[src/rtl/lnk_act_pkg.sv]
package lnk_act_pkg;

  typedef enum logic [2:0] {
    ST_IDLE    = 3'd0,
    ST_WAKE    = 3'd1,
    ST_TRAIN   = 3'd2,
    ST_SYNC    = 3'd3,
    ST_PEND    = 3'd4,
    ST_ACTIVE  = 3'd5,
    ST_ANNOUNCE= 3'd6,
    ST_QUIET   = 3'd7
  } lnk_state_e;

  typedef enum logic [1:0] {
    EV_NONE    = 2'd0,
    EV_STATE   = 2'd1,
    EV_HALT    = 2'd2,
    EV_ABORT   = 2'd3
  } lnk_event_e;

  localparam int BP_WAKE = 0;
  localparam int BP_PEND = 1;
  localparam int BP_N    = 2;

  typedef struct packed {
    logic tx_en;
    logic tone_en;
    logic act_bit;
    logic dea_bit;
  } lnk_drive_t;

  function automatic lnk_drive_t drive_of(lnk_state_e s);
    lnk_drive_t d;
    d.tx_en   = (s != ST_IDLE) && (s != ST_QUIET);
    d.tone_en = (s == ST_WAKE);
    d.act_bit = (s == ST_PEND) || (s == ST_ACTIVE);
    d.dea_bit = (s != ST_ANNOUNCE) && (s != ST_QUIET);
    return d;
  endfunction

  function automatic int max_of4(int a, int b, int c, int d);
    int m;
    m = a;
    if (b > m) m = b;
    if (c > m) m = c;
    if (d > m) m = d;
    return m;
  endfunction

endpackage

[src/rtl/lnk_ms_tick.sv]
module lnk_ms_tick #(
  parameter int DIV = 2
) (
  input  logic clk,
  input  logic rst_n,
  output logic tick
);
  generate
    if (DIV <= 1) begin : g_every
      logic unused_in;
      assign unused_in = clk ^ rst_n;
      assign tick = 1'b1;
    end else begin : g_div
      localparam int CW = $clog2(DIV);
      localparam logic [CW-1:0] LAST = CW'(DIV - 1);
      logic [CW-1:0] cnt;
      always_ff @(posedge clk or negedge rst_n) begin
        if (!rst_n)           cnt <= '0;
        else if (cnt == LAST) cnt <= '0;
        else                  cnt <= cnt + 1'b1;
      end
      assign tick = (cnt == LAST);
    end
  endgenerate
endmodule

[src/rtl/lnk_dn_timer.sv]
module lnk_dn_timer #(
  parameter int W = 8
) (
  input  logic         clk,
  input  logic         rst_n,
  input  logic         tick,
  input  logic         load,
  input  logic         stop,
  input  logic [W-1:0] load_val,
  output logic         done
);
  logic [W-1:0] cnt;
  logic         run;

  always_ff @(posedge clk or negedge rst_n) begin
    if (!rst_n) begin
      cnt <= '0;
      run <= 1'b0;
    end else if (load) begin
      cnt <= load_val;
      run <= 1'b1;
    end else if (stop) begin
      run <= 1'b0;
    end else if (run && tick && (cnt != '0)) begin
      cnt <= cnt - 1'b1;
    end
  end

  assign done = run && (cnt == '0);
endmodule

[src/rtl/lnk_act_fsm.sv]
module lnk_act_fsm
  import lnk_act_pkg::*;
#(
  parameter int TW         = 14,
  parameter int T_TRAIN_MS = 5000,
  parameter int T_DEA_MS   = 40,
  parameter int T_QUIET_MS = 480
) (
  input  logic            clk,
  input  logic            rst_n,
  input  logic            act_req,
  input  logic            deact_req,
  input  logic            cont_req,
  input  logic [BP_N-1:0] bp_en,
  input  logic            coef_valid,
  input  logic            sig_det,
  input  logic            sync_lock,
  input  logic            far_act,
  input  logic            ph_done,
  input  logic            wd_done,
  output logic            ph_load,
  output logic            ph_stop,
  output logic [TW-1:0]   ph_val,
  output logic            wd_load,
  output logic            wd_stop,
  output lnk_state_e      state,
  output logic            halted,
  output logic            irq,
  output logic [1:0]      status
);
  lnk_state_e nxt;
  lnk_event_e ev;
  logic       halt_nxt;
  logic       go_wake, go_pend;

  assign go_wake = halted ? cont_req : (sig_det && !bp_en[BP_WAKE]);
  assign go_pend = halted ? cont_req : (far_act && !bp_en[BP_PEND]);

  always_comb begin
    nxt      = state;
    ev       = EV_NONE;
    halt_nxt = halted;
    ph_load  = 1'b0;
    ph_stop  = 1'b0;
    ph_val   = '0;
    wd_load  = 1'b0;
    wd_stop  = 1'b0;
    case (state)
      ST_IDLE: begin
        if (act_req) begin
          nxt     = ST_WAKE;
          wd_load = 1'b1;
        end
      end
      ST_ACTIVE: begin
        if (deact_req) begin
          nxt     = ST_ANNOUNCE;
          ph_load = 1'b1;
          ph_val  = TW'(T_DEA_MS);
        end
      end
      ST_ANNOUNCE: begin
        if (ph_done) begin
          nxt     = ST_QUIET;
          ph_load = 1'b1;
          ph_val  = TW'(T_QUIET_MS);
        end
      end
      ST_QUIET: begin
        if (!sig_det || ph_done) begin
          nxt     = ST_IDLE;
          ph_stop = 1'b1;
        end
      end
      default: begin
        if (deact_req) begin
          nxt     = ST_ANNOUNCE;
          ph_load = 1'b1;
          ph_val  = TW'(T_DEA_MS);
          wd_stop = 1'b1;
        end else if (wd_done) begin
          nxt     = ST_IDLE;
          ev      = EV_ABORT;
          wd_stop = 1'b1;
          ph_stop = 1'b1;
        end else if (state == ST_WAKE) begin
          if (go_wake) begin
            if (coef_valid) begin
              nxt = ST_SYNC;
            end else begin
              nxt     = ST_TRAIN;
              ph_load = 1'b1;
              ph_val  = TW'(T_TRAIN_MS);
            end
          end else if (!halted && sig_det) begin
            halt_nxt = 1'b1;
            ev       = EV_HALT;
          end
        end else if (state == ST_TRAIN) begin
          if (ph_done) begin
            nxt     = ST_SYNC;
            ph_stop = 1'b1;
          end
        end else if (state == ST_SYNC) begin
          if (sync_lock) nxt = ST_PEND;
        end else begin
          if (go_pend) begin
            nxt     = ST_ACTIVE;
            wd_stop = 1'b1;
          end else if (!halted && far_act) begin
            halt_nxt = 1'b1;
            ev       = EV_HALT;
          end
        end
      end
    endcase
    if (nxt != state) begin
      halt_nxt = 1'b0;
      if (ev == EV_NONE) ev = EV_STATE;
    end
  end

  always_ff @(posedge clk or negedge rst_n) begin
    if (!rst_n) begin
      state  <= ST_IDLE;
      halted <= 1'b0;
      irq    <= 1'b0;
      status <= 2'd0;
    end else begin
      state  <= nxt;
      halted <= halt_nxt;
      irq    <= (ev != EV_NONE);
      if (ev != EV_NONE) status <= ev;
    end
  end
endmodule

[src/rtl/lnk_act_seq.sv]
module lnk_act_seq
  import lnk_act_pkg::*;
#(
  parameter int TICK_DIV   = 15360,
  parameter int T_TRAIN_MS = 5000,
  parameter int T_DEA_MS   = 40,
  parameter int T_QUIET_MS = 480,
  parameter int T_ABORT_MS = 15000
) (
  input  logic       clk,
  input  logic       rst_n,
  input  logic       act_req,
  input  logic       deact_req,
  input  logic       cont_req,
  input  logic [1:0] bp_en,
  input  logic       coef_valid,
  input  logic       sig_det,
  input  logic       sync_lock,
  input  logic       far_act,
  output logic [2:0] state_o,
  output logic       tx_en,
  output logic       tone_en,
  output logic       act_bit,
  output logic       dea_bit,
  output logic       halted,
  output logic       irq,
  output logic [1:0] status
);
  localparam int T_MAX = max_of4(T_TRAIN_MS, T_DEA_MS, T_QUIET_MS, T_ABORT_MS);
  localparam int TW    = $clog2(T_MAX + 1);

  logic          tick;
  logic          ph_load, ph_stop, ph_done;
  logic          wd_load, wd_stop, wd_done;
  logic [TW-1:0] ph_val;
  lnk_state_e    state;
  lnk_drive_t    drv;

  lnk_ms_tick #(.DIV(TICK_DIV)) u_tick (
    .clk   (clk),
    .rst_n (rst_n),
    .tick  (tick)
  );

  lnk_dn_timer #(.W(TW)) u_phase_tmr (
    .clk      (clk),
    .rst_n    (rst_n),
    .tick     (tick),
    .load     (ph_load),
    .stop     (ph_stop),
    .load_val (ph_val),
    .done     (ph_done)
  );

  lnk_dn_timer #(.W(TW)) u_abort_tmr (
    .clk      (clk),
    .rst_n    (rst_n),
    .tick     (tick),
    .load     (wd_load),
    .stop     (wd_stop),
    .load_val (TW'(T_ABORT_MS)),
    .done     (wd_done)
  );

  lnk_act_fsm #(
    .TW         (TW),
    .T_TRAIN_MS (T_TRAIN_MS),
    .T_DEA_MS   (T_DEA_MS),
    .T_QUIET_MS (T_QUIET_MS)
  ) u_fsm (
    .clk        (clk),
    .rst_n      (rst_n),
    .act_req    (act_req),
    .deact_req  (deact_req),
    .cont_req   (cont_req),
    .bp_en      (bp_en),
    .coef_valid (coef_valid),
    .sig_det    (sig_det),
    .sync_lock  (sync_lock),
    .far_act    (far_act),
    .ph_done    (ph_done),
    .wd_done    (wd_done),
    .ph_load    (ph_load),
    .ph_stop    (ph_stop),
    .ph_val     (ph_val),
    .wd_load    (wd_load),
    .wd_stop    (wd_stop),
    .state      (state),
    .halted     (halted),
    .irq        (irq),
    .status     (status)
  );

  assign drv     = drive_of(state);
  assign state_o = state;
  assign tx_en   = drv.tx_en;
  assign tone_en = drv.tone_en;
  assign act_bit = drv.act_bit;
  assign dea_bit = drv.dea_bit;
endmodule

[config.mk]
export PLATFORM = sky130hd
export DESIGN_NAME = lnk_act_seq
export DESIGN_NICKNAME = d
export VERILOG_FILES = /design/src/rtl/lnk_act_pkg.sv /design/src/rtl/lnk_ms_tick.sv /design/src/rtl/lnk_dn_timer.sv /design/src/rtl/lnk_act_fsm.sv /design/src/rtl/lnk_act_seq.sv
export SDC_FILE = /design/constraint.sdc
export NUM_CORES = 1
export LEC_CHECK = 0
export ABC_AREA = 1
export BUFFER_PORTS_ARGS = -buffer_cell sky130_fd_sc_hd__buf_2
export CORE_ASPECT_RATIO = 0.8
export CORE_MARGIN = 2
export CORE_UTILIZATION = 45
export CTS_BUF_LIST = sky130_fd_sc_hd__clkbuf_16
export DETAILED_ROUTE_END_ITERATION = 16
export SKIP_LAST_GASP = 1
export SLEW_MARGIN = 20
export SYNTH_ARGS = -nofsm -noshare
export SYNTH_HDL_FRONTEND = slang
export SYNTH_SLANG_ARGS = --single-unit
[constraint.sdc]
create_clock -name clk -period 2.7 [get_ports clk]
set_input_delay 0.27 -clock clk [delete_from_list [all_inputs] [get_ports clk]]
set_output_delay 0.27 -clock clk [all_outputs]
set_load 0.02 [all_outputs]
==> impl_metrics.tcl, run 1 <==
set metrics [dict create \
    netlist_instances 438 \
    cts_inserted_buffers 5 \
    die_w_um 99.7 \
    startpoint_type "flop" \
    clk_pin_slew_ns 0.07 \
    slew_violations 0 \
    final.setup.tns_ns 0 \
    cts_max_path_buffers 2 \
    core-area_sq_um 6990 \
    setup-violations-final 0 \
    synth_enable_flop_cells 0 \
    synth_flop_cell "dfrtp_1" \
    synth.area.top_cells "dfrtp_1, nand2_1, nor2_1" \
    route.detailed.drc 0 \
    rr_endpoint "u_phase_tmr.cnt[2]" \
    worst-endpoint-required_ns 2.92 \
    timing.max_cap.violations 0 \
    top_cells_by_count_synth "nand2_1, nor2_1, dfrtp_1, inv_1, o21ai_0" \
    detail_route.first_pass.iterations 4 \
    final_core_util_pct 51.6 \
    design.portCount 22 \
    cts_tree "built" \
    hold_start "act_req" \
    grt_use_total_pct 18.4 \
    routed_length_per_instance_um 12.5 \
    dieArea_sq_um 8030 \
    max-vdd-ir-drop_mv 0.513 \
    min_delay_path_depth 3 \
    finClkSkew_ns 0.00516 \
    critPathKind "reg2reg" \
    p_per_area_nw_per_um2 996 \
    timing.final.crit_share_pct 84.3 \
    hold_path_class "in2reg" \
    globalplace.congestion 0.835 \
    comb_power_share_pct 49.1 \
    power_switching_share_pct 46.3 \
    first_global_vias 2598 \
    end_kind "flop" \
    layout-drive-gt1-share_pct 17.1 \
    fmaxAchievable_mhz 440 \
    rr_worst_depth 12 \
    share_of_async_settable_or_async_resettable_flops_after_synthesis_pct 100 \
    synth-seq-cells 51 \
    viasPerCell 5.00 \
    worst_hold_path.endpoint "u_abort_tmr.run" \
    wire_length_of_the_first_global_routing_pass_um 11900 \
    switchingPower_mw 1.66 \
    synth_area_sq_um 3300 \
    synth_nets 454 \
    period_needed_ns 2.28 \
    final_nets 477 \
    cell_rows 27 \
    area_delta_synth_final_pct 9.41 \
    measured_slew_at_the_worst_slew_check_pin_ns 0.542 \
    synth.lib_cells_used.distinct 35 \
    grt_antenna_before_repair 0 \
    ff2ff_setup_slack_ns 0.42 \
    global_route.overflow_total 0 \
    clkSinkCount 51 \
    part_of_the_yosys_area_used_for_sequential_elements_pct 38.7 \
    cp_max_fo 20 \
    post_cts.resized_instances 0 \
    yosysWarningCount 0 \
    synth_most_common_cell "nand2_1" \
    outcome "completed" \
    pwr-share-seq_pct 33.8 \
    final-hold-violation-count 0 \
    cts_htree_levels 2 \
    p_leak_nw 1.81 \
    totalWireLength_um 6830 \
    grt_start_max_net_pins 30 \
    synth_area_per_cell_sq_um 7.53 \
    critPathArrivalTime_ns 2.49 \
    crit-reg2reg-launch "u_phase_tmr.cnt[0]" \
    dp_hpwl_um 5210 \
    vias 2739 \
    p_int_mw 1.93 \
    diodes 0 \
    drt_iter0_markers 137 \
    ant_nets 0 \
    synth_top_cell_area_share_pct 38.7 \
    rsz0062_at_grt "no" \
    cts-root-buf "clkbuf_16" \
    port_bufs 21 \
    synth_top_cell_by_area "dfrtp_1" \
    share_clk_of_total_power_pct 17.1 \
    worstSkewPairLatency_ns 0.29 \
    chipHeight_um 80.6 \
    initial_core_util_pct 47.2 \
    timing.slew.headroom_pct 63.9 \
]
-- worst max-delay path by stage --
stage / startpoint / end / slack [ns] / cells past startpoint
2_1_floorplan: u_fsm.state[1] / u_phase_tmr.cnt[2] / 0.86 / 12
3_3_place_gp: u_fsm.state[2] / u_phase_tmr.cnt[2] / 0.49 / 10
3_5_place_dp: u_phase_tmr.cnt[0] / u_phase_tmr.cnt[2] / 0.45 / 12
4_1_cts: u_phase_tmr.cnt[0] / u_phase_tmr.cnt[2] / 0.43 / 12
5_1_grt: u_phase_tmr.cnt[0] / u_phase_tmr.cnt[2] / 0.13 / 12
6_report: u_phase_tmr.cnt[0] / u_phase_tmr.cnt[2] / 0.42 / 12
-- state kept, by name, summed over array words and instances, names as in the netlist --
| register | cells |
|---|---|
| u_phase_tmr.run | 1 |
| u_fsm.state | 3 |
| u_abort_tmr.cnt | 14 |
| u_phase_tmr.cnt | 14 |
| u_fsm.halted | 1 |
| u_abort_tmr.run | 1 |
| u_tick.g_div.cnt | 14 |
| u_fsm.status | 2 |
| u_fsm.irq | 1 |
-- area by class of cell --
type	count	area, sq um
clock buffers	5	125
flip-flops and latches	51	1280
fillers	676	3380
inverters	53	209
multi-input cells	327	1750
clock inverters	2	13.8
repair buffers	23	123
well taps	87	109
-- power by group through the flow --
stage	Combinational, mW	Clock, mW	Sequential (mW)
detailed placement	1.77	0	1.22
global route	2.02	0.663	1.25
floorplan	1.45	0	1.19
global placement	1.75	0	1.23
CTS	1.77	0.630	1.21
finish	1.76	0.614	1.22
-- cell usage in the layout, fill, tap and decap left out, drive strengths merged --
master       netlist  routed
nor4               2       2
inv               51      51
dfrtp             51      51
clkinv             2       4
clkbuf             1       5
nand2            118     118
o211a              1       1
o31ai              6       6
buf                6      22
nor3b              1       1
o211ai             2       2
dlygate4sd3        0       1
nand4             14      14
a21oi             10      10
o21ai             36      36
xor2              18      18
ha                 5       5
nor2              68      68
nand3b             1       1
nand3             25      25
a31o               1       1
or2                1       1
xnor2              8       8
nor3              10      10
-- logic make-up after synthesis --
| group | Yosys count | synth area share [%] |
|---|---|---|
| xor gates and xnor gates | 26 | 6.90 |
| DFF | 51 | 38.7 |
| AOI/OAI and AO/OA | 56 | 10.4 |
| buffers and inverters | 60 | 8.16 |
| and+or+nand+nor | 240 | 34.0 |
| adders and majority gates | 5 | 1.90 |
-- per-stage QoR --
stage	hold WS, ns	cells	setup WS (ns)	total power, mW	area [sq um]
after global routing	0.363	548	0.128	3.94	3610
final	0.317	548	0.425	3.59	3610
after CTS	0.322	548	0.433	3.62	3610
after floorplan	-0.0256	438	0.861	2.63	3300
after detailed placement	0.289	540	0.454	2.99	3460
after global placement	0.282	540	0.491	2.98	3460
-- layer usage --
layer	global-route usage, %	part of all wire, %	vias to the layer above
met2	28.4	42	42
met5	0	0	-
met4	3.15	0.37	0
li1	-	-	1458
met1	27.2	54	1235
met3	3.13	3.1	4
-- what timing repair did --
action	in CTS	in global routing
hold buffers	1	0
setup buffers	0	0
endpoints found under the hold margin	22	0
-- critical path: stages (launching register included) --
cell and delay, ns:
dfrtp_1 0.38, inv_1 0.12, ha_1 0.19, nand2_1 0.06, nor2_1 0.18, nand4_1 0.27, nand2_2 0.17, nor2_4 0.07
nand2_2 0.06, nand3_2 0.35, inv_8 0.24, nand2_2 0.06, o21ai_2 0.05
(Power assumes the default switching activity.)
==> run 2: changes to the inputs <==
clock period = 1.9 ns   (was 2.7 ns; I/O delays follow)
==> run 2 against run 1 <==
Effect of this change: global-route usage grew 0.95 points; largest cell class unchanged; clock skew increased by 0.0029 ns; setup slack lost 0.39 ns.
==> impl_metrics.tcl, run 2 (same netlist as run 1, synthesis figures left out) <==
set metrics [dict create \
    outcome "completed" \
    worst_path_cell_with_the_longest_stage_delay "dfrtp_2" \
    cts_htree_levels 2 \
    place_worst_setup_slack_ns 0.0104 \
    min_delay_path_depth 3 \
    fmaxAchievable_mhz 536 \
    grt_start_max_net_pins 33 \
    share_clk_of_total_power_pct 16.6 \
    power_switching_share_pct 44.1 \
    cp_max_fo 7 \
    dieArea_sq_um 8030 \
    finClkSkew_ns 0.00810 \
    drt_iter0_markers 111 \
    chipHeight_um 80.6 \
    timing.final.ws_setup_ns 0.0361 \
    initial_core_util_pct 47.2 \
    critical_path.max_stage_delay_ns 0.48 \
    comb_power_share_pct 56.5 \
    cell_rows 27 \
    routed_length_per_instance_um 13.2 \
    timing.max_cap.violations 0 \
    period_needed_ns 1.86 \
    grt_use_total_pct 19.3 \
    most-common-layout-cells "nand2_1, nor2_1, buf_4" \
    p_int_mw 3.53 \
    top_regs "u_abort_tmr.cnt (14), u_phase_tmr.cnt (14), u_tick.g_div.cnt (14)" \
    rsz0062_at_grt "yes" \
    measured_slew_at_the_worst_slew_check_pin_ns 0.477 \
    pwr-share-seq_pct 26.9 \
    timing.final.crit_share_pct 98.1 \
    setup-violations-final 0 \
    diodes 0 \
    global_route.overflow_total 0 \
    design.portCount 22 \
    vias 3094 \
    die_w_um 99.7 \
    p_leak_nw 2.16 \
    clkSinkCount 51 \
    final_nets 533 \
    slew_violations 0 \
    cts_max_path_buffers 2 \
    core-area_sq_um 6990 \
    critical_path.cell_chain "buf_4, nor3_1, nand4_1, nand2_1, nand3_2, nand3_4, buf_12, clkinv_8, nand2_2, o21ai_2" \
    rr_worst_depth 10 \
    critPathKind "reg2reg" \
    wire_length_of_the_first_global_routing_pass_um 12600 \
    layout-drive-gt1-share_pct 32.0 \
    max-vdd-ir-drop_mv 0.854 \
    switchingPower_mw 2.78 \
    detail_route.first_pass.iterations 4 \
    fillers 625 \
    totalWireLength_um 7980 \
    clk_pin_slew_ns 0.07 \
    viasPerCell 5.11 \
    cts_inserted_buffers 5 \
    fin_area_sq_um 4330 \
    worst-endpoint-required_ns 2.08 \
    critPathArrivalTime_ns 2.05 \
    mostFrequentLayoutCell "nand2_1" \
    end_kind "flop" \
    dp_hpwl_um 5540 \
    ant_nets 0 \
    final.setup.tns_ns 0 \
    final-hold-violation-count 0 \
    grt_antenna_before_repair 0 \
    seqCellArea_sq_um 1280 \
    startpoint_type "flop" \
    multi_input_combinational_cell_area_sq_um 1910 \
    cts-root-buf "clkbuf_16" \
    route.detailed.drc 0 \
    placed_cell_area_sq_um 3650 \
    cts_tree "built" \
    hold_path_class "in2reg" \
    first_global_vias 2719 \
    area_delta_synth_final_pct 31.3 \
    worstSkewPairLatency_ns 0.29 \
    p_per_area_nw_per_um2 1460 \
    globalplace.congestion 0.876 \
    port_bufs 21 \
    timing.slew.headroom_pct 68.2 \
]
run 2: changes by cell type in the layout (fill, tap and decap cells not counted), moves of 7 or more:
cell     delta
buf_4      +48
nor2_4      +7
nand2_1     -7
inv_1       -7
run 2: power groups by stage:
stage / combinational [mW] / clock, mW / sequential (mW)
finish: 3.57 / 1.05 / 1.70
global route: 3.93 / 1.11 / 1.73
CTS: 2.82 / 1.07 / 1.68
detailed placement: 2.80 / 0 / 1.69
global placement: 2.78 / 0 / 1.68
floorplan: 2.05 / 0 / 1.69
run 2: worst max-delay path: cells and delay by family, from the launching register on:
kind                   cells  cell delay [ns]
buffers and inverters      3             0.40
AO/OA/AOI/OAI              1             0.05
AND/OR/NAND/NOR            6             0.82
flip-flops                 1             0.48
run 2: path summary, 6_finish.rpt:
| check | slack (ns) | from | end |
|---|---|---|---|
| worst max register to register | 0.04 | u_fsm.state[2] | u_phase_tmr.cnt[2] |
| worst min-delay path | 0.24 | act_req | u_abort_tmr.run |
| min in group asynchronous | 0.38 | rst_n | u_tick.g_div.cnt[9] |
| max in group asynchronous | 0.96 | rst_n | u_fsm.state[2] |
| worst min register to register | 0.46 | u_tick.g_div.cnt[0] | u_tick.g_div.cnt[0] |
| worst max-delay path | 0.04 | u_fsm.state[2] | u_phase_tmr.cnt[2] |
run 2: repair_timing:
action	CTS	global route
gates cloned	0	4
buffers inserted	1	29
hold endpoints to repair	19	0
hold buffers	1	0
setup endpoints to repair	1	32
gates resized for setup	0	58
pin swaps	1	19
run 2: layout make-up:
type / count / area share, %
clock buffer: 5 / 2.89
multi-input combinational: 327 / 44.1
clock inverter: 3 / 0.983
tap: 87 / 2.51
inverter: 53 / 5.12
timing repair buffer: 78 / 14.5
timing repair inverter: 1 / 0.202
sequential: 51 / 29.7
run 2: metal layers:
| metal | share of wire (%) | GRT usage (%) | wire (um) | vias to the layer above |
|---|---|---|---|---|
| li1 | - | - | - | 1579 |
| met1 | 52 | 28.4 | 4120 | 1451 |
| met2 | 44 | 29.3 | 3540 | 58 |
| met3 | 3.3 | 3.48 | 265 | 6 |
| met4 | 0.70 | 4.79 | 56 | 0 |
| met5 | 0 | 0 | 0 | - |
run 2: per-stage QoR:
stage	hold slack [ns]	util (%)	instances	power (mW)
3_5_place_dp	0.177	52.2	562	4.49
2_1_floorplan	-0.106	-	438	3.74
5_1_grt	0.282	61.9	605	6.77
3_3_place_gp	0.182	52.2	562	4.46
4_1_cts	0.227	54.8	572	5.56
6_report	0.237	61.9	605	6.31
==> run 3: changes to the inputs <==
ABC_AREA = 0   (was 1)
==> run 3 against run 2 <==
Effect of this change: worst hold slack gained 0.13 ns; via count down 3.7%; the run now ends with negative setup slack left; power down 28%; critical path depth is the same; sequential share of layout area is 0.95 points lower; area after synthesis shrank 10%; fmax fell by 27%.
==> impl_metrics.tcl, run 3 <==
set metrics [dict create \
    top_cells_by_count_synth "dfrtp_1, nor2_1, nand2_1, xnor2_1, a21oi_1" \
    slew_violations 0 \
    rr_endpoint "u_phase_tmr.cnt[5]" \
    final_core_util_pct 69.7 \
    hold_start "act_req" \
    ant_nets 0 \
    netlist_instances 327 \
    max-vdd-ir-drop_mv 0.889 \
    synth_area_per_cell_sq_um 9.04 \
    global_route.overflow_total 0 \
    critical_path.max_stage_delay_ns 0.56 \
    layout-drive-gt1-share_pct 40.8 \
    route.detailed.drc 0 \
    part_of_the_yosys_area_used_for_sequential_elements_pct 43.2 \
    synth_top_cell_by_area "dfrtp_1" \
    cts-root-buf "clkbuf_16" \
    share_clk_of_total_power_pct 24.8 \
    synth.lib_cells_used.distinct 54 \
    critPathKind "reg2reg" \
    synth-adder-area-share_pct 2.12 \
    place_worst_setup_slack_ns -0.670 \
    grt_use_total_pct 23.4 \
    synth-xor-area-share_pct 9.18 \
    cts_tree "built" \
    cp_max_fo 5 \
    worstSkewPairLatency_ns 0.29 \
    chipHeight_um 76.5 \
    final.hold.worst_slack_ns 0.367 \
    synth_most_common_cell "dfrtp_1" \
    dieArea_sq_um 7240 \
    setup-violations-final 37 \
    p_per_area_nw_per_um2 1030 \
    diodes 0 \
    timing.final.crit_share_pct 133 \
    grt_antenna_before_repair 0 \
    cts_htree_levels 2 \
    end_kind "flop" \
    synth_top_family_by_area "simple AND/OR/NAND/NOR gates" \
    port_bufs 21 \
    area_delta_synth_final_pct 50.4 \
    initial_core_util_pct 46.4 \
    final-hold-violation-count 0 \
    post_synthesis_share_of_cell_area_spent_on_and_or_nand_and_nor_gates_pct 28.9 \
    synth-seq-cells 51 \
    finalPower_mw 4.56 \
    final.setup.tns_ns -19.17 \
    fmaxAchievable_mhz 394 \
    outcome "complete, but fails checks" \
    globalplace.congestion 0.869 \
    synth_enable_flop_cells 0 \
    timing.max_cap.violations 0 \
    worst-endpoint-required_ns 2.06 \
    ff2ff_setup_slack_ns -0.64 \
    critical_path.cell_chain "inv_2, ha_1, or4b_4, or4_4, nor3_4, buf_4, nor4b_2, nor3b_1, a21oi_1, nand2_1" \
    grt_start_max_net_pins 52 \
    top_regs "u_abort_tmr.cnt (14), u_phase_tmr.cnt (14), u_tick.g_div.cnt (14)" \
    p_int_mw 2.94 \
    die_w_um 94.6 \
    dp_hpwl_um 5580 \
    synth_area_sq_um 2960 \
    drt_iter0_markers 128 \
    synth.area.top_cells "dfrtp_1, xnor2_1, nor2_1" \
    muxShareOfSynthArea_pct 0 \
    rsz0062_at_grt "yes" \
    startpoint_type "flop" \
    vias 2980 \
    p_leak_nw 2.00 \
    totalWireLength_um 8300 \
    measured_slew_at_the_worst_slew_check_pin_ns 0.544 \
    share_of_the_synthesized_area_in_compound_gates_ao_oa_aoi_oai_pct 13.6 \
    cell_rows 26 \
    worst_path_cell_with_the_longest_stage_delay "or4_4" \
    worst_hold_path.endpoint "u_abort_tmr.cnt[3]" \
    period_needed_ns 2.54 \
    pwr-share-seq_pct 29.6 \
    power_switching_share_pct 35.6 \
    critPathArrivalTime_ns 2.70 \
    design.portCount 22 \
    core-area_sq_um 6380 \
    wire_length_of_the_first_global_routing_pass_um 13600 \
    detail_route.first_pass.iterations 4 \
    crit-reg2reg-launch "u_abort_tmr.cnt[0]" \
    cts_max_path_buffers 2 \
    timing.slew.headroom_pct 63.4 \
    cts_inserted_buffers 5 \
    synth_nets 343 \
    comb_power_share_pct 45.6 \
    finClkSkew_ns 0.00745 \
    violations "negative setup slack" \
    synth_flop_cell "dfrtp_1" \
    share_of_async_settable_or_async_resettable_flops_after_synthesis_pct 100 \
    synth_top_cell_area_share_pct 43.2 \
    rr_worst_depth 10 \
    routed_length_per_instance_um 15.2 \
    viasPerCell 5.45 \
    first_global_vias 2886 \
    final_nets 478 \
    min_delay_path_depth 3 \
    yosysWarningCount 0 \
    most-common-layout-cells "buf_4, dfrtp_1, nor2_1" \
    clkSinkCount 51 \
    clk_pin_slew_ns 0.07 \
    switchingPower_mw 1.62 \
    hold_path_class "in2reg" \
    timing.final.ws_setup_ns -0.636 \
    mostFrequentLayoutCell "buf_4" \
]
-- run 3: cell types whose count changed after synthesis, sizes merged, moves of 11 or more --
cell / before / now
nand2: 118 / 28
inv: 51 / 10
nor2: 68 / 37
o21ai: 36 / 12
nor4: 2 / 15
nand3: 25 / 13
xnor2: 8 / 19
-- run 3: worst max path at each step --
stage	start	to	slack, ns
after floorplan	u_abort_tmr.cnt[0]	u_phase_tmr.cnt[5]	-0.67
after CTS	u_abort_tmr.cnt[0]	u_phase_tmr.cnt[3]	-0.61
final	u_abort_tmr.cnt[0]	u_phase_tmr.cnt[5]	-0.64
after detailed placement	u_abort_tmr.cnt[1]	u_phase_tmr.cnt[3]	-0.67
after global routing	u_abort_tmr.cnt[0]	u_phase_tmr.cnt[3]	-0.77
after global placement	u_abort_tmr.cnt[0]	u_abort_tmr.cnt[12]	-0.59
-- run 3: final cells by class --
class,count,area (sq um)
clock buffers,5,125
clock inverters,3,63.8
fillers,516,1930
inverters,10,37.5
multi-input cells,254,1790
flip-flops and latches,51,1280
well taps,84,105
repair buffers,140,1050
-- run 3: cell families (layout without fill, tap and decap cells) --
family	count (synthesis)	count (layout)
flops	51	51
buf+inv	23	158
xor+xnor	31	31
compound gates	62	62
fa+ha+maj	5	5
simple gates	155	156
-- run 3: what timing repair did --
| action | in CTS | in global routing |
|---|---|---|
| setup buffers | 8 | 2 |
| endpoints found under the setup margin | 37 | 38 |
| endpoints found under the hold margin | 51 | 0 |
| pin swaps | 14 | 6 |
| hold buffers | 1 | 0 |
| gates cloned | 2 | 0 |
| resized for setup | 24 | 15 |
-- run 3: power groups by stage --
stage | clock network, mW | registers [mW] | logic (mW)
final | 1.13 | 1.35 | 2.08
after global routing | 1.20 | 1.37 | 2.25
after CTS | 1.15 | 1.35 | 1.94
after detailed placement | 0 | 1.36 | 1.84
after global placement | 0 | 1.36 | 1.82
after floorplan | 0 | 1.43 | 0.927
-- run 3: per-layer routing --
layer / vias to the layer above / track usage [%] / wire (um)
met3: 7 / 3.86 / 348
met5: - / 0 / 0
met2: 70 / 37.4 / 3960
met4: 0 / 4.64 / 60
met1: 1448 / 33.6 / 3940
li1: 1455 / - / -
-- run 3: worst max-delay path: cells and delay by family, from the launching register on --
kind	cells	cell delay, ns
buf+inv	2	0.24
compound gates	1	0.12
fa+ha+maj	1	0.13
flops	1	0.39
simple gates	6	1.53
-- run 3: through the flow --
step	area, sq um	instances
global placement	3950	526
floorplan	2990	327
detailed placement	3950	526
finish	4450	547
global route	4450	547
CTS	4360	545
